<file path="config.mk">
export PLATFORM = sky130hd
export DESIGN_NAME = cnv_ctrl_regs
export DESIGN_NICKNAME = d
export VERILOG_FILES = /design/src/rtl/cnv_ctrl_pkg.sv /design/src/rtl/cnv_axil_port.sv /design/src/rtl/cnv_ctrl_core.sv /design/src/rtl/cnv_ctrl_regs.sv
export SDC_FILE = /design/constraint.sdc
export NUM_CORES = 1
export LEC_CHECK = 0
export ABC_AREA = 1
export CAP_MARGIN = 20
export CORE_ASPECT_RATIO = 0.7
export CORE_UTILIZATION = 30
export CTS_CLUSTER_SIZE = 14
export DETAILED_ROUTE_END_ITERATION = 10
export GPL_TIMING_DRIVEN = 0
export PLACE_DENSITY_LB_ADDON = 0.2
export SLEW_MARGIN = 40
export SYNTH_ARGS = -nofsm -noshare
export SYNTH_HDL_FRONTEND = slang
export SYNTH_HIERARCHICAL = 1
export SYNTH_SLANG_ARGS = --single-unit
</file>
<file path="constraint.sdc">
create_clock -name clk -period 29 [get_ports clk]
set_clock_uncertainty 0.05 [all_clocks]
set_input_delay 2.9 -clock clk [delete_from_list [all_inputs] [get_ports clk]]
set_output_delay 2.9 -clock clk [all_outputs]
set_load 0.02 [all_outputs]
</file>
<file path="src/rtl/cnv_ctrl_pkg.sv">
package cnv_ctrl_pkg;
  localparam int unsigned REG_CTRL  = 0;
  localparam int unsigned REG_STAT  = 1;
  localparam int unsigned REG_IEN   = 2;
  localparam int unsigned REG_WID   = 3;
  localparam int unsigned REG_HGT   = 4;
  localparam int unsigned REG_SRC   = 5;
  localparam int unsigned REG_DST   = 6;
  localparam int unsigned REG_BURST = 7;
  localparam int unsigned REG_COEF0 = 8;

  localparam int CMD_START = 0;
  localparam int CMD_ESRST = 1;
  localparam int CMD_KSRST = 2;

  localparam int ST_BUSY = 0;
  localparam int ST_DONE = 1;
  localparam int ST_ERR  = 2;

  typedef enum logic [1:0] {
    RESP_OKAY   = 2'b00,
    RESP_SLVERR = 2'b10
  } axi_resp_e;
endpackage

</file>
<file path="src/rtl/cnv_axil_port.sv">
module cnv_axil_port
  import cnv_ctrl_pkg::*;
#(
  parameter int ADDR_W = 8,
  localparam int IDX_W = ADDR_W - 2
) (
  input  logic              clk,
  input  logic              rst_n,
  input  logic [ADDR_W-1:0] s_awaddr,
  input  logic              s_awvalid,
  output logic              s_awready,
  input  logic [31:0]       s_wdata,
  input  logic [3:0]        s_wstrb,
  input  logic              s_wvalid,
  output logic              s_wready,
  output logic [1:0]        s_bresp,
  output logic              s_bvalid,
  input  logic              s_bready,
  input  logic [ADDR_W-1:0] s_araddr,
  input  logic              s_arvalid,
  output logic              s_arready,
  output logic [31:0]       s_rdata,
  output logic [1:0]        s_rresp,
  output logic              s_rvalid,
  input  logic              s_rready,
  output logic              wr_en_o,
  output logic [IDX_W-1:0]  wr_idx_o,
  output logic [31:0]       wr_data_o,
  output logic [3:0]        wr_strb_o,
  input  logic              wr_hit_i,
  output logic [IDX_W-1:0]  rd_idx_o,
  input  logic [31:0]       rd_data_i,
  input  logic              rd_hit_i
);
  logic             aw_full_q, aw_full_d, aw_algn_q, aw_algn_d;
  logic [IDX_W-1:0] aw_idx_q, aw_idx_d;
  logic             w_full_q, w_full_d;
  logic [31:0]      w_data_q, w_data_d;
  logic [3:0]       w_strb_q, w_strb_d;
  logic             bvalid_q, bvalid_d, rvalid_q, rvalid_d;
  axi_resp_e        bresp_q, bresp_d, rresp_q, rresp_d;
  logic [31:0]      rdata_q, rdata_d;
  logic             aw_acc, w_acc, ar_acc, wr_go, wr_ok, rd_ok;

  always_comb begin
    aw_acc = s_awvalid & ~aw_full_q;
    w_acc  = s_wvalid & ~w_full_q;
    ar_acc = s_arvalid & ~rvalid_q;
    wr_go  = aw_full_q & w_full_q & ~bvalid_q;
    wr_ok  = wr_hit_i & aw_algn_q;
    rd_ok  = rd_hit_i & (s_araddr[1:0] == 2'b00);

    aw_full_d = wr_go ? 1'b0 : (aw_full_q | aw_acc);
    aw_idx_d  = aw_acc ? s_awaddr[ADDR_W-1:2] : aw_idx_q;
    aw_algn_d = aw_acc ? (s_awaddr[1:0] == 2'b00) : aw_algn_q;
    w_full_d  = wr_go ? 1'b0 : (w_full_q | w_acc);
    w_data_d  = w_acc ? s_wdata : w_data_q;
    w_strb_d  = w_acc ? s_wstrb : w_strb_q;

    bvalid_d = wr_go | (bvalid_q & ~s_bready);
    bresp_d  = wr_go ? (wr_ok ? RESP_OKAY : RESP_SLVERR) : bresp_q;

    rvalid_d = ar_acc | (rvalid_q & ~s_rready);
    rdata_d  = ar_acc ? (rd_ok ? rd_data_i : 32'h0) : rdata_q;
    rresp_d  = ar_acc ? (rd_ok ? RESP_OKAY : RESP_SLVERR) : rresp_q;
  end

  always_ff @(posedge clk or negedge rst_n) begin
    if (!rst_n) begin
      aw_full_q <= 1'b0;
      aw_idx_q  <= '0;
      aw_algn_q <= 1'b0;
      w_full_q  <= 1'b0;
      w_data_q  <= '0;
      w_strb_q  <= '0;
      bvalid_q  <= 1'b0;
      bresp_q   <= RESP_OKAY;
      rvalid_q  <= 1'b0;
      rdata_q   <= '0;
      rresp_q   <= RESP_OKAY;
    end else begin
      aw_full_q <= aw_full_d;
      if (aw_acc) begin
        aw_idx_q  <= aw_idx_d;
        aw_algn_q <= aw_algn_d;
      end
      w_full_q <= w_full_d;
      if (w_acc) begin
        w_data_q <= w_data_d;
        w_strb_q <= w_strb_d;
      end
      bvalid_q <= bvalid_d;
      bresp_q  <= bresp_d;
      rvalid_q <= rvalid_d;
      if (ar_acc) begin
        rdata_q <= rdata_d;
        rresp_q <= rresp_d;
      end
    end
  end

  assign s_awready = ~aw_full_q;
  assign s_wready  = ~w_full_q;
  assign s_bvalid  = bvalid_q;
  assign s_bresp   = bresp_q;
  assign s_arready = ~rvalid_q;
  assign s_rvalid  = rvalid_q;
  assign s_rdata   = rdata_q;
  assign s_rresp   = rresp_q;
  assign wr_en_o   = wr_go & wr_ok;
  assign wr_idx_o  = aw_idx_q;
  assign wr_data_o = w_data_q;
  assign wr_strb_o = w_strb_q;
  assign rd_idx_o  = s_araddr[ADDR_W-1:2];

  AST_B_NEEDS_BOTH: assert property (@(posedge clk) disable iff (!rst_n)
    $rose(s_bvalid) |-> $past(aw_full_q && w_full_q)) else $error("AST_B_NEEDS_BOTH");
  AST_B_HOLD: assert property (@(posedge clk) disable iff (!rst_n)
    s_bvalid && !s_bready |=> s_bvalid && $stable(s_bresp)) else $error("AST_B_HOLD");
  AST_R_HOLD: assert property (@(posedge clk) disable iff (!rst_n)
    s_rvalid && !s_rready |=> s_rvalid && $stable(s_rdata)) else $error("AST_R_HOLD");
  AST_ERR_DATA_ZERO: assert property (@(posedge clk) disable iff (!rst_n)
    s_rvalid && s_rresp == 2'b10 |-> s_rdata == 32'h0) else $error("AST_ERR_DATA_ZERO");
endmodule

</file>
<file path="src/rtl/cnv_ctrl_core.sv">
module cnv_ctrl_core
  import cnv_ctrl_pkg::*;
#(
  parameter int IDX_W   = 6,
  parameter int KCOEF_N = 9,
  parameter int COEF_W  = 16,
  parameter int DIM_W   = 16,
  parameter int PTR_W   = 32,
  parameter int BURST_W = 8
) (
  input  logic                      clk,
  input  logic                      rst_n,
  input  logic                      wr_en_i,
  input  logic [IDX_W-1:0]          wr_idx_i,
  input  logic [31:0]               wr_data_i,
  input  logic [3:0]                wr_strb_i,
  output logic                      wr_hit_o,
  input  logic [IDX_W-1:0]          rd_idx_i,
  output logic [31:0]               rd_data_o,
  output logic                      rd_hit_o,
  input  logic                      eng_done_i,
  input  logic                      eng_err_i,
  output logic                      start_o,
  output logic                      eng_srst_o,
  output logic                      kern_srst_o,
  output logic [DIM_W-1:0]          img_w_o,
  output logic [DIM_W-1:0]          img_h_o,
  output logic [PTR_W-1:0]          src_base_o,
  output logic [PTR_W-1:0]          dst_base_o,
  output logic [BURST_W-1:0]        burst_len_o,
  output logic [KCOEF_N*COEF_W-1:0] coef_o,
  output logic                      irq_o
);
  localparam int unsigned NREG = REG_COEF0 + KCOEF_N;

  logic [31:0]        wmask, cmd, m_wid, m_hgt, m_src, m_dst, m_bst, m_ien;
  logic [DIM_W-1:0]   wid_q, hgt_q;
  logic [PTR_W-1:0]   src_q, dst_q;
  logic [BURST_W-1:0] bst_q;
  logic [1:0]         ien_q;
  logic [COEF_W-1:0]  coef_q [KCOEF_N];
  logic busy_q, busy_d, done_q, done_d, err_q, err_d;
  logic start_q, esrst_q, ksrst_q;
  logic wr_ctrl, wr_stat, cfg_ok, start_req, start_acc, start_rej;
  logic esrst_req, ksrst_req, clr_done, clr_err;

  function automatic logic sel(input logic en, input logic [IDX_W-1:0] idx, input int unsigned r);
    return en && (idx == IDX_W'(r));
  endfunction

  function automatic logic [31:0] merge(input logic [31:0] old, input logic [31:0] nw, input logic [31:0] m);
    return (old & ~m) | (nw & m);
  endfunction

  always_comb begin
    for (int b = 0; b < 4; b++) wmask[8*b +: 8] = {8{wr_strb_i[b]}};
    cmd   = wr_data_i & wmask;
    m_wid = merge(32'(wid_q), wr_data_i, wmask);
    m_hgt = merge(32'(hgt_q), wr_data_i, wmask);
    m_src = merge(32'(src_q), wr_data_i, wmask);
    m_dst = merge(32'(dst_q), wr_data_i, wmask);
    m_bst = merge(32'(bst_q), wr_data_i, wmask);
    m_ien = merge(32'(ien_q), wr_data_i, wmask);
  end

  assign wr_hit_o  = 32'(wr_idx_i) < NREG;
  assign wr_ctrl   = sel(wr_en_i, wr_idx_i, REG_CTRL);
  assign wr_stat   = sel(wr_en_i, wr_idx_i, REG_STAT);
  assign cfg_ok    = (wid_q != '0) && (hgt_q != '0) && (bst_q != '0);
  assign esrst_req = wr_ctrl & cmd[CMD_ESRST];
  assign ksrst_req = wr_ctrl & cmd[CMD_KSRST];
  assign start_req = wr_ctrl & cmd[CMD_START] & ~esrst_req;
  assign start_acc = start_req & ~busy_q & cfg_ok;
  assign start_rej = start_req & ~start_acc;
  assign clr_done  = wr_stat & cmd[ST_DONE];
  assign clr_err   = wr_stat & cmd[ST_ERR];

  always_comb begin
    if (esrst_req)                    busy_d = 1'b0;
    else if (start_acc)               busy_d = 1'b1;
    else if (eng_done_i || eng_err_i) busy_d = 1'b0;
    else                              busy_d = busy_q;
    if (esrst_req)       done_d = 1'b0;
    else if (eng_done_i) done_d = 1'b1;
    else if (clr_done)   done_d = 1'b0;
    else                 done_d = done_q;
    if (esrst_req)                   err_d = 1'b0;
    else if (eng_err_i || start_rej) err_d = 1'b1;
    else if (clr_err)                err_d = 1'b0;
    else                             err_d = err_q;
  end

  always_ff @(posedge clk or negedge rst_n) begin
    if (!rst_n) begin
      busy_q  <= 1'b0;
      done_q  <= 1'b0;
      err_q   <= 1'b0;
      start_q <= 1'b0;
      esrst_q <= 1'b0;
      ksrst_q <= 1'b0;
      wid_q   <= '0;
      hgt_q   <= '0;
      src_q   <= '0;
      dst_q   <= '0;
      bst_q   <= '0;
      ien_q   <= '0;
    end else begin
      busy_q  <= busy_d;
      done_q  <= done_d;
      err_q   <= err_d;
      start_q <= start_acc;
      esrst_q <= esrst_req;
      ksrst_q <= ksrst_req;
      if (sel(wr_en_i, wr_idx_i, REG_WID))   wid_q <= m_wid[DIM_W-1:0];
      if (sel(wr_en_i, wr_idx_i, REG_HGT))   hgt_q <= m_hgt[DIM_W-1:0];
      if (sel(wr_en_i, wr_idx_i, REG_SRC))   src_q <= m_src[PTR_W-1:0];
      if (sel(wr_en_i, wr_idx_i, REG_DST))   dst_q <= m_dst[PTR_W-1:0];
      if (sel(wr_en_i, wr_idx_i, REG_BURST)) bst_q <= m_bst[BURST_W-1:0];
      if (sel(wr_en_i, wr_idx_i, REG_IEN))   ien_q <= m_ien[1:0];
    end
  end

  for (genvar k = 0; k < KCOEF_N; k++) begin : g_coef
    logic              we;
    logic [31:0]       mk;
    logic [COEF_W-1:0] d;
    always_comb begin
      mk = merge(32'(coef_q[k]), wr_data_i, wmask);
      we = ksrst_req | sel(wr_en_i, wr_idx_i, REG_COEF0 + k);
      d  = ksrst_req ? '0 : mk[COEF_W-1:0];
    end
    always_ff @(posedge clk or negedge rst_n) begin
      if (!rst_n)  coef_q[k] <= '0;
      else if (we) coef_q[k] <= d;
    end
    assign coef_o[k*COEF_W +: COEF_W] = coef_q[k];
  end

  always_comb begin
    rd_hit_o  = 32'(rd_idx_i) < NREG;
    rd_data_o = '0;
    case (32'(rd_idx_i))
      REG_STAT:  rd_data_o = {29'h0, err_q, done_q, busy_q};
      REG_IEN:   rd_data_o = 32'(ien_q);
      REG_WID:   rd_data_o = 32'(wid_q);
      REG_HGT:   rd_data_o = 32'(hgt_q);
      REG_SRC:   rd_data_o = 32'(src_q);
      REG_DST:   rd_data_o = 32'(dst_q);
      REG_BURST: rd_data_o = 32'(bst_q);
      default: begin
        for (int k = 0; k < KCOEF_N; k++)
          if (32'(rd_idx_i) == REG_COEF0 + k) rd_data_o = 32'(coef_q[k]);
      end
    endcase
  end

  assign start_o     = start_q;
  assign eng_srst_o  = esrst_q;
  assign kern_srst_o = ksrst_q;
  assign img_w_o     = wid_q;
  assign img_h_o     = hgt_q;
  assign src_base_o  = src_q;
  assign dst_base_o  = dst_q;
  assign burst_len_o = bst_q;
  assign irq_o       = (done_q & ien_q[0]) | (err_q & ien_q[1]);

  AST_START_IDLE_ONLY: assert property (@(posedge clk) disable iff (!rst_n)
    start_o |-> !$past(busy_q)) else $error("AST_START_IDLE_ONLY");
  AST_START_PULSE: assert property (@(posedge clk) disable iff (!rst_n)
    start_o |=> !start_o) else $error("AST_START_PULSE");
  AST_START_BUSY: assert property (@(posedge clk) disable iff (!rst_n)
    start_o |-> busy_q) else $error("AST_START_BUSY");
  AST_ERR_STICKY: assert property (@(posedge clk) disable iff (!rst_n)
    err_q && !clr_err && !esrst_req |=> err_q) else $error("AST_ERR_STICKY");
  AST_CFG_KEPT: assert property (@(posedge clk) disable iff (!rst_n)
    eng_srst_o |-> $stable(wid_q) && $stable(src_q) && $stable(bst_q)) else $error("AST_CFG_KEPT");
  AST_KERN_CLEARED: assert property (@(posedge clk) disable iff (!rst_n)
    kern_srst_o |-> coef_q[0] == '0) else $error("AST_KERN_CLEARED");
endmodule

</file>
<file path="src/rtl/cnv_ctrl_regs.sv">
module cnv_ctrl_regs #(
  parameter int ADDR_W  = 8,
  parameter int KCOEF_N = 9,
  parameter int COEF_W  = 16,
  parameter int DIM_W   = 16,
  parameter int PTR_W   = 32,
  parameter int BURST_W = 8
) (
  input  logic                      clk,
  input  logic                      rst_n,
  input  logic [ADDR_W-1:0]         s_awaddr,
  input  logic                      s_awvalid,
  output logic                      s_awready,
  input  logic [31:0]               s_wdata,
  input  logic [3:0]                s_wstrb,
  input  logic                      s_wvalid,
  output logic                      s_wready,
  output logic [1:0]                s_bresp,
  output logic                      s_bvalid,
  input  logic                      s_bready,
  input  logic [ADDR_W-1:0]         s_araddr,
  input  logic                      s_arvalid,
  output logic                      s_arready,
  output logic [31:0]               s_rdata,
  output logic [1:0]                s_rresp,
  output logic                      s_rvalid,
  input  logic                      s_rready,
  input  logic                      eng_done_i,
  input  logic                      eng_err_i,
  output logic                      start_o,
  output logic                      eng_srst_o,
  output logic                      kern_srst_o,
  output logic [DIM_W-1:0]          img_w_o,
  output logic [DIM_W-1:0]          img_h_o,
  output logic [PTR_W-1:0]          src_base_o,
  output logic [PTR_W-1:0]          dst_base_o,
  output logic [BURST_W-1:0]        burst_len_o,
  output logic [KCOEF_N*COEF_W-1:0] coef_o,
  output logic                      irq_o
);
  localparam int IDX_W = ADDR_W - 2;

  logic [1:0]       rst_sync_q;
  logic             rst_int_n;
  logic             wr_en, wr_hit, rd_hit;
  logic [IDX_W-1:0] wr_idx, rd_idx;
  logic [31:0]      wr_data, rd_data;
  logic [3:0]       wr_strb;

  always_ff @(posedge clk or negedge rst_n) begin
    if (!rst_n) rst_sync_q <= 2'b00;
    else        rst_sync_q <= {rst_sync_q[0], 1'b1};
  end
  assign rst_int_n = rst_sync_q[1];

  cnv_axil_port #(.ADDR_W(ADDR_W)) port_i (
    .clk(clk), .rst_n(rst_int_n),
    .s_awaddr(s_awaddr), .s_awvalid(s_awvalid), .s_awready(s_awready),
    .s_wdata(s_wdata), .s_wstrb(s_wstrb), .s_wvalid(s_wvalid), .s_wready(s_wready),
    .s_bresp(s_bresp), .s_bvalid(s_bvalid), .s_bready(s_bready),
    .s_araddr(s_araddr), .s_arvalid(s_arvalid), .s_arready(s_arready),
    .s_rdata(s_rdata), .s_rresp(s_rresp), .s_rvalid(s_rvalid), .s_rready(s_rready),
    .wr_en_o(wr_en), .wr_idx_o(wr_idx), .wr_data_o(wr_data), .wr_strb_o(wr_strb),
    .wr_hit_i(wr_hit), .rd_idx_o(rd_idx), .rd_data_i(rd_data), .rd_hit_i(rd_hit)
  );

  cnv_ctrl_core #(
    .IDX_W(IDX_W), .KCOEF_N(KCOEF_N), .COEF_W(COEF_W),
    .DIM_W(DIM_W), .PTR_W(PTR_W), .BURST_W(BURST_W)
  ) core_i (
    .clk(clk), .rst_n(rst_int_n),
    .wr_en_i(wr_en), .wr_idx_i(wr_idx), .wr_data_i(wr_data), .wr_strb_i(wr_strb),
    .wr_hit_o(wr_hit), .rd_idx_i(rd_idx), .rd_data_o(rd_data), .rd_hit_o(rd_hit),
    .eng_done_i(eng_done_i), .eng_err_i(eng_err_i),
    .start_o(start_o), .eng_srst_o(eng_srst_o), .kern_srst_o(kern_srst_o),
    .img_w_o(img_w_o), .img_h_o(img_h_o), .src_base_o(src_base_o), .dst_base_o(dst_base_o),
    .burst_len_o(burst_len_o), .coef_o(coef_o), .irq_o(irq_o)
  );
endmodule

</file>
[Word-level counts from Yosys, hierarchy flattened]
Index checks and enable logic that the tools add are counted.
Operators by class
  bitwise operators: 76
  $lt $le $gt $ge: 2
  reductions and logical operators: 30
  multiplexer cells: 33
  eq/ne operators: 32
Operators by type and width (number)
  2-to-1 mux 16 bit: 18
  one-hot mux 32 bit (7 select lines): 1
  bitwise AND 16 bit: 11
  bitwise OR 16 bit: 11
  bitwise AND 32 bit: 3
  equality test 6 x 4 -> 1 bit, second input constant: 16
  bitwise OR 32 bit: 2
  equality test 6 x 3 -> 1 bit, second input constant: 8
  2-to-1 mux 32 bit: 1
  inverter 32 bit: 1
  nonzero test 16 bit: 2
  equality test 6 x 2 -> 1 bit, second input constant: 4
  bitwise AND 1 bit: 21
  logical AND 1 bit: 19
  bitwise OR 1 bit: 14
  equality test 6 x 1 -> 1 bit, second input constant: 2
  equality test 6 x 5 -> 1 bit, second input constant: 2
  less-than comparator 6 x 5 -> 1 bit, second input constant: 2
  2-to-1 mux 1 bit: 11
  inverter 1 bit: 9
  nonzero test 3 bit: 3
  bitwise AND 8 bit: 1
  bitwise OR 8 bit: 1
  nonzero test 8 bit: 1
  other kinds (6): 9
Storage, ports and cells
  input port bits: 61
  output and inout port bits: 293
  word-level logic and storage cells: 206
  bits in registers: 341

[Longest topological paths before layout]
  depth in word-level cells: 14
  depth in mapped cells: 15
  mapped depth without buffers: 14

[By module]
Netlist, hierarchy kept.
Modules (own cells, without submodules)
  cnv_ctrl_core: times used 1, sequential area each 6406.1 um2, cells an instance 1477, area an instance 12112.9 um2
  cnv_axil_port: times used 1, sequential area each 2026.9 um2, cells an instance 431, area an instance 3554.7 um2
  cnv_ctrl_regs: times used 1, sequential area each 50.0 um2, cells an instance 3, area an instance 53.8 um2

[Worst setup path after synthesis]
Ideal clock, no wire load.
  path kind: in2reg
  from: input s_araddr[6]
  to: register port_i.rdata_q[12], in the netlist port_i/s_rdata[12]
  library setup time: 0.065 ns
  cell stages on the path: 14
  path slack: 24.635 ns
  buffers on the path: 3
  arrival: 4.250 ns
  required time: 28.885 ns
  path through: buf_4 nor2_1 buf_4 nand2_1 nor2_2 buf_4 nand2_1 o211ai_1 a21oi_1 nand4_1 inv_1 nor2_1 nand2_1 nand2_1
On the way
  longest elaborated chain between the ends: 12
  elaborated cells between the ends (all ways): 29
  classes of those cells: order compare (1); eq/ne (16); mux (11); bitwise (1)
RTL lines
  start, declared: RTL line cnv_ctrl_regs.sv:21  | input logic [ADDR_W-1:0] s_araddr,
  equality test 6 x 4 -> 1 bit: RTL line cnv_ctrl_core.sv:152  | if (32'(rd_idx_i) == REG_COEF0 + k) rd_data_o = 32'(coef_q[k]);
  2-to-1 mux 16 bit (9 in series): RTL line cnv_ctrl_core.sv:152
  one-hot mux 32 bit (7 select lines) (*): RTL line cnv_ctrl_core.sv:142  | case (32'(rd_idx_i))
  via rd_data[12]: RTL line cnv_ctrl_regs.sv:47  | logic [31:0] wr_data, rd_data;
  2-to-1 mux 32 bit (*): RTL line cnv_axil_port.sv:64  | rdata_d = ar_acc ? (rd_ok ? rd_data_i : 32'h0) : rdata_q;
  end signal, assigned: RTL line cnv_axil_port.sv:96  | rdata_q <= rdata_d;
  end, declared: RTL line cnv_axil_port.sv:42  | logic [31:0] rdata_q, rdata_d;
Mark *: on every way through the listed nets, which the timed path passes. The rest lies on a longest branch.
A chain may end at the register's enable or synchronous reset.

[Worst setup path in the final report]
  from: input s_araddr[6]
  to: register port_i.rdata_q[5], in the netlist port_i/s_rdata[5]
The elaborated chain is that of the path after synthesis.

==> impl_metrics.tcl <==
set metrics [dict create \
    status "completed" \
    regArea_mm2 0.008487 \
    clockPowerShare 0.325 \
    postCtsSetupRepairBufs 0 \
    max_cap_viol_count 0 \
    setup_tns_ns 0 \
    layout-drive-gt1-share 0.07682 \
    dp_hpwl_um 53950 \
    hold_path_class "reg -> async" \
    path_cells "buf_4, nor2_1, nand3_1, nor2_1, buf_2, nand2_1, o21ai_0, a211oi_1, nand3_1, inv_1, nor2_1, nand2_1, nand2_1" \
    slew_viol_final 0 \
    final_core_util 0.4180 \
    root_buffer "clkbuf_16" \
    grt_first_pass_wirelength_um 98320 \
    cts_resized 0 \
    cp_slowest_cell "nor2_1" \
    multiInputGateArea_mm2 0.005768 \
    synth_warnings 6 \
    ys_seq_area_frac 0.5396 \
    slowest_delay_ns 0.67 \
    fillers 5223 \
    route.vias.total 15370 \
    cts_buffers 38 \
    pin_count 354 \
    synth-main-ff-cell "dfrtp_1" \
    cp-end-kind "flop" \
    drc 0 \
    syn_area_mm2 0.01572 \
    grt.total_usage 0.2519 \
    mostFrequentLayoutCells "507 x nand2_1, 345 x clkdlybuf4s50_1, 338 x dfrtp_1" \
    path_max_fanout 10 \
    p_int_w 0.0009436 \
    period_minus_slack_ns 4.974 \
    cp_top_family "simple AND/OR/NAND/NOR gates" \
    port_buffers 345 \
    ys_types 36 \
    netSwitchingFraction 0.3604 \
    core_area_mm2 0.05120 \
    antenna_cells 0 \
    synth_async_sr_flop_share 1.000 \
    area_growth_syn_to_layout_pct 36.12 \
    start_util 0.3071 \
    finalCritPeriodShare 0.1715 \
    ir_drop_mv 0.03041 \
    cts_hold_buf 0 \
    layout_commonest_cell "nand2_1" \
    cp.arrival_ns 5.38 \
    grt_max_degree 44 \
    wire_per_inst_um 22.81 \
    antenna_found_initial 1 \
    tightest_slew_ns 0.8280 \
    grt_pass1_vias 14630 \
    cp_num_buf_inv 3 \
    path_class "in -> reg" \
    cts_tree "done" \
    p_sw_w 0.0005317 \
    comb_power_share 0.253 \
    drt-initial-drc-count 1623 \
    vias_per_cell 5.116 \
    fmax_ghz 0.2011 \
    hold_violations 0 \
    relSlewSlack 0.4460 \
    nets 2367 \
    clock_latency_ns 0.54 \
    syn_inst 1911 \
    cts_max_level 2 \
    power_density_mw_per_mm2 68.94 \
    whs_ns 0.1510 \
    finalPower_w 0.001475 \
    die_w_um 275.6 \
    cts.sinks 339 \
    clockBufferDepth 3 \
    drt_first_pass_iters 5 \
    cts.clk_slew.worst_paths_ns 0.06 \
    power.leakage_nw 10.03 \
    fin_cells 3004 \
    fp-row-count 69 \
    critPathLaunchType "input port" \
    globalplace.congestion 0.9222 \
    pwr-share-seq 0.423 \
    placedCellCount 2940 \
    grt_overflow 0 \
    die_h_um 193.5 \
    wl_um 68530 \
    synth.avg_cell_area_um2 8.227 \
    ys_ff_latch 339 \
    dieArea_mm2 0.05334 \
    ant_nets 0 \
    synth_edf_count 0 \
    setup_viol 0 \
    rsz0062_at_grt "no" \
    worstPathRequired_ns 29.41 \
]
==> layout make-up <==
type                       count  area share
buffer                        95     0.02608
clock buffer                  52     0.05022
clock inverter                12    0.005613
inverter                     244     0.04280
multi-input combinational   1234      0.2695
sequential                   339      0.3966
tap                          674     0.03941
timing repair buffer         354      0.1698
==> metrics by stage <==
step | cell area, µm² | setup slack (ns)
floorplan | 15730 | 18.80
global placement | 20020 | 14.49
detailed placement | 20210 | 23.64
CTS | 21400 | 24.08
global route | 21400 | 23.92
finish | 21400 | 24.03
==> routing by layer <==
layer / GRT usage / part of all wire
met2: 0.3547 / 0.42
met1: 0.3656 / 0.45
met5: 0 / 0
met4: 0.07387 / 0.029
met3: 0.07857 / 0.098
==> cells in the mapped netlist, types with 2 or more instances <==
master	count	area (µm²)
buf_6	13	146.4
a211oi_1	2	15.01
buf_1	4	15.01
nand2_1	507	1903
o22ai_1	75	469.2
inv_2	18	67.56
dfrtp_1	339	8483
nand2_2	3	18.77
nand4_1	49	306.5
a21oi_1	72	360.4
o211ai_1	10	75.07
conb_1	2	7.510
nor2_1	139	521.8
o21ai_2	6	52.55
nor2_2	8	50.05
buf_2	29	145.1
nand3_2	6	60.06
nor3_1	6	30.03
nor3_2	2	20.02
nand3_1	127	635.6
nor2_4	6	67.56
clkbuf_1	31	116.4
inv_1	226	848.3
buf_4	18	135.1
a22o_1	17	148.9
o21ai_0	163	815.8
o21ai_1	24	120.1
==> cell families (layout without fill, tap and decap cells) <==
| family | count (synthesis) | in the layout | synth area share |
|---|---|---|---|
| flip-flops | 339 | 339 | 0.5396 |
| other | 2 | 3 | 0.0004777 |
| AO/OA/AOI/OAI | 372 | 372 | 0.1324 |
| buffers and inverters | 339 | 757 | 0.09375 |
| AND/OR/NAND/NOR | 859 | 859 | 0.2338 |
==> power groups by stage <==
stage / Sequential (W) / Clock (W) / Combinational (W)
6_report: 0.000624 / 0.000479 / 0.000373
4_1_cts: 0.000622 / 0.000488 / 0.000371
3_5_place_dp: 0.000629 / 0 / 0.000370
5_1_grt: 0.000630 / 0.000507 / 0.000404
2_1_floorplan: 0.000642 / 0 / 0.000153
3_3_place_gp: 0.000638 / 0 / 0.000353
==> worst paths after layout <==
kind	depth (start not counted)	start	slack, ns	end
min in group clk	0	rst_sync_q[0]	0.29	rst_sync_q[1]
worst max register to register	10	port_i/wr_idx_o[1]	25.92	flop
max in group asynchronous	1	rst_n	26.29	rst_sync_q[1]
worst max-delay path	13	s_araddr[6]	24.03	port_i/s_rdata[5]
worst min-delay path	0	rst_sync_q[1]	0.15	core_i/coef_o[33]
worst min register to register	0	rst_sync_q[1]	0.15	core_i/coef_o[33]
No activity file was read; power rests on OpenSTA's default activity.
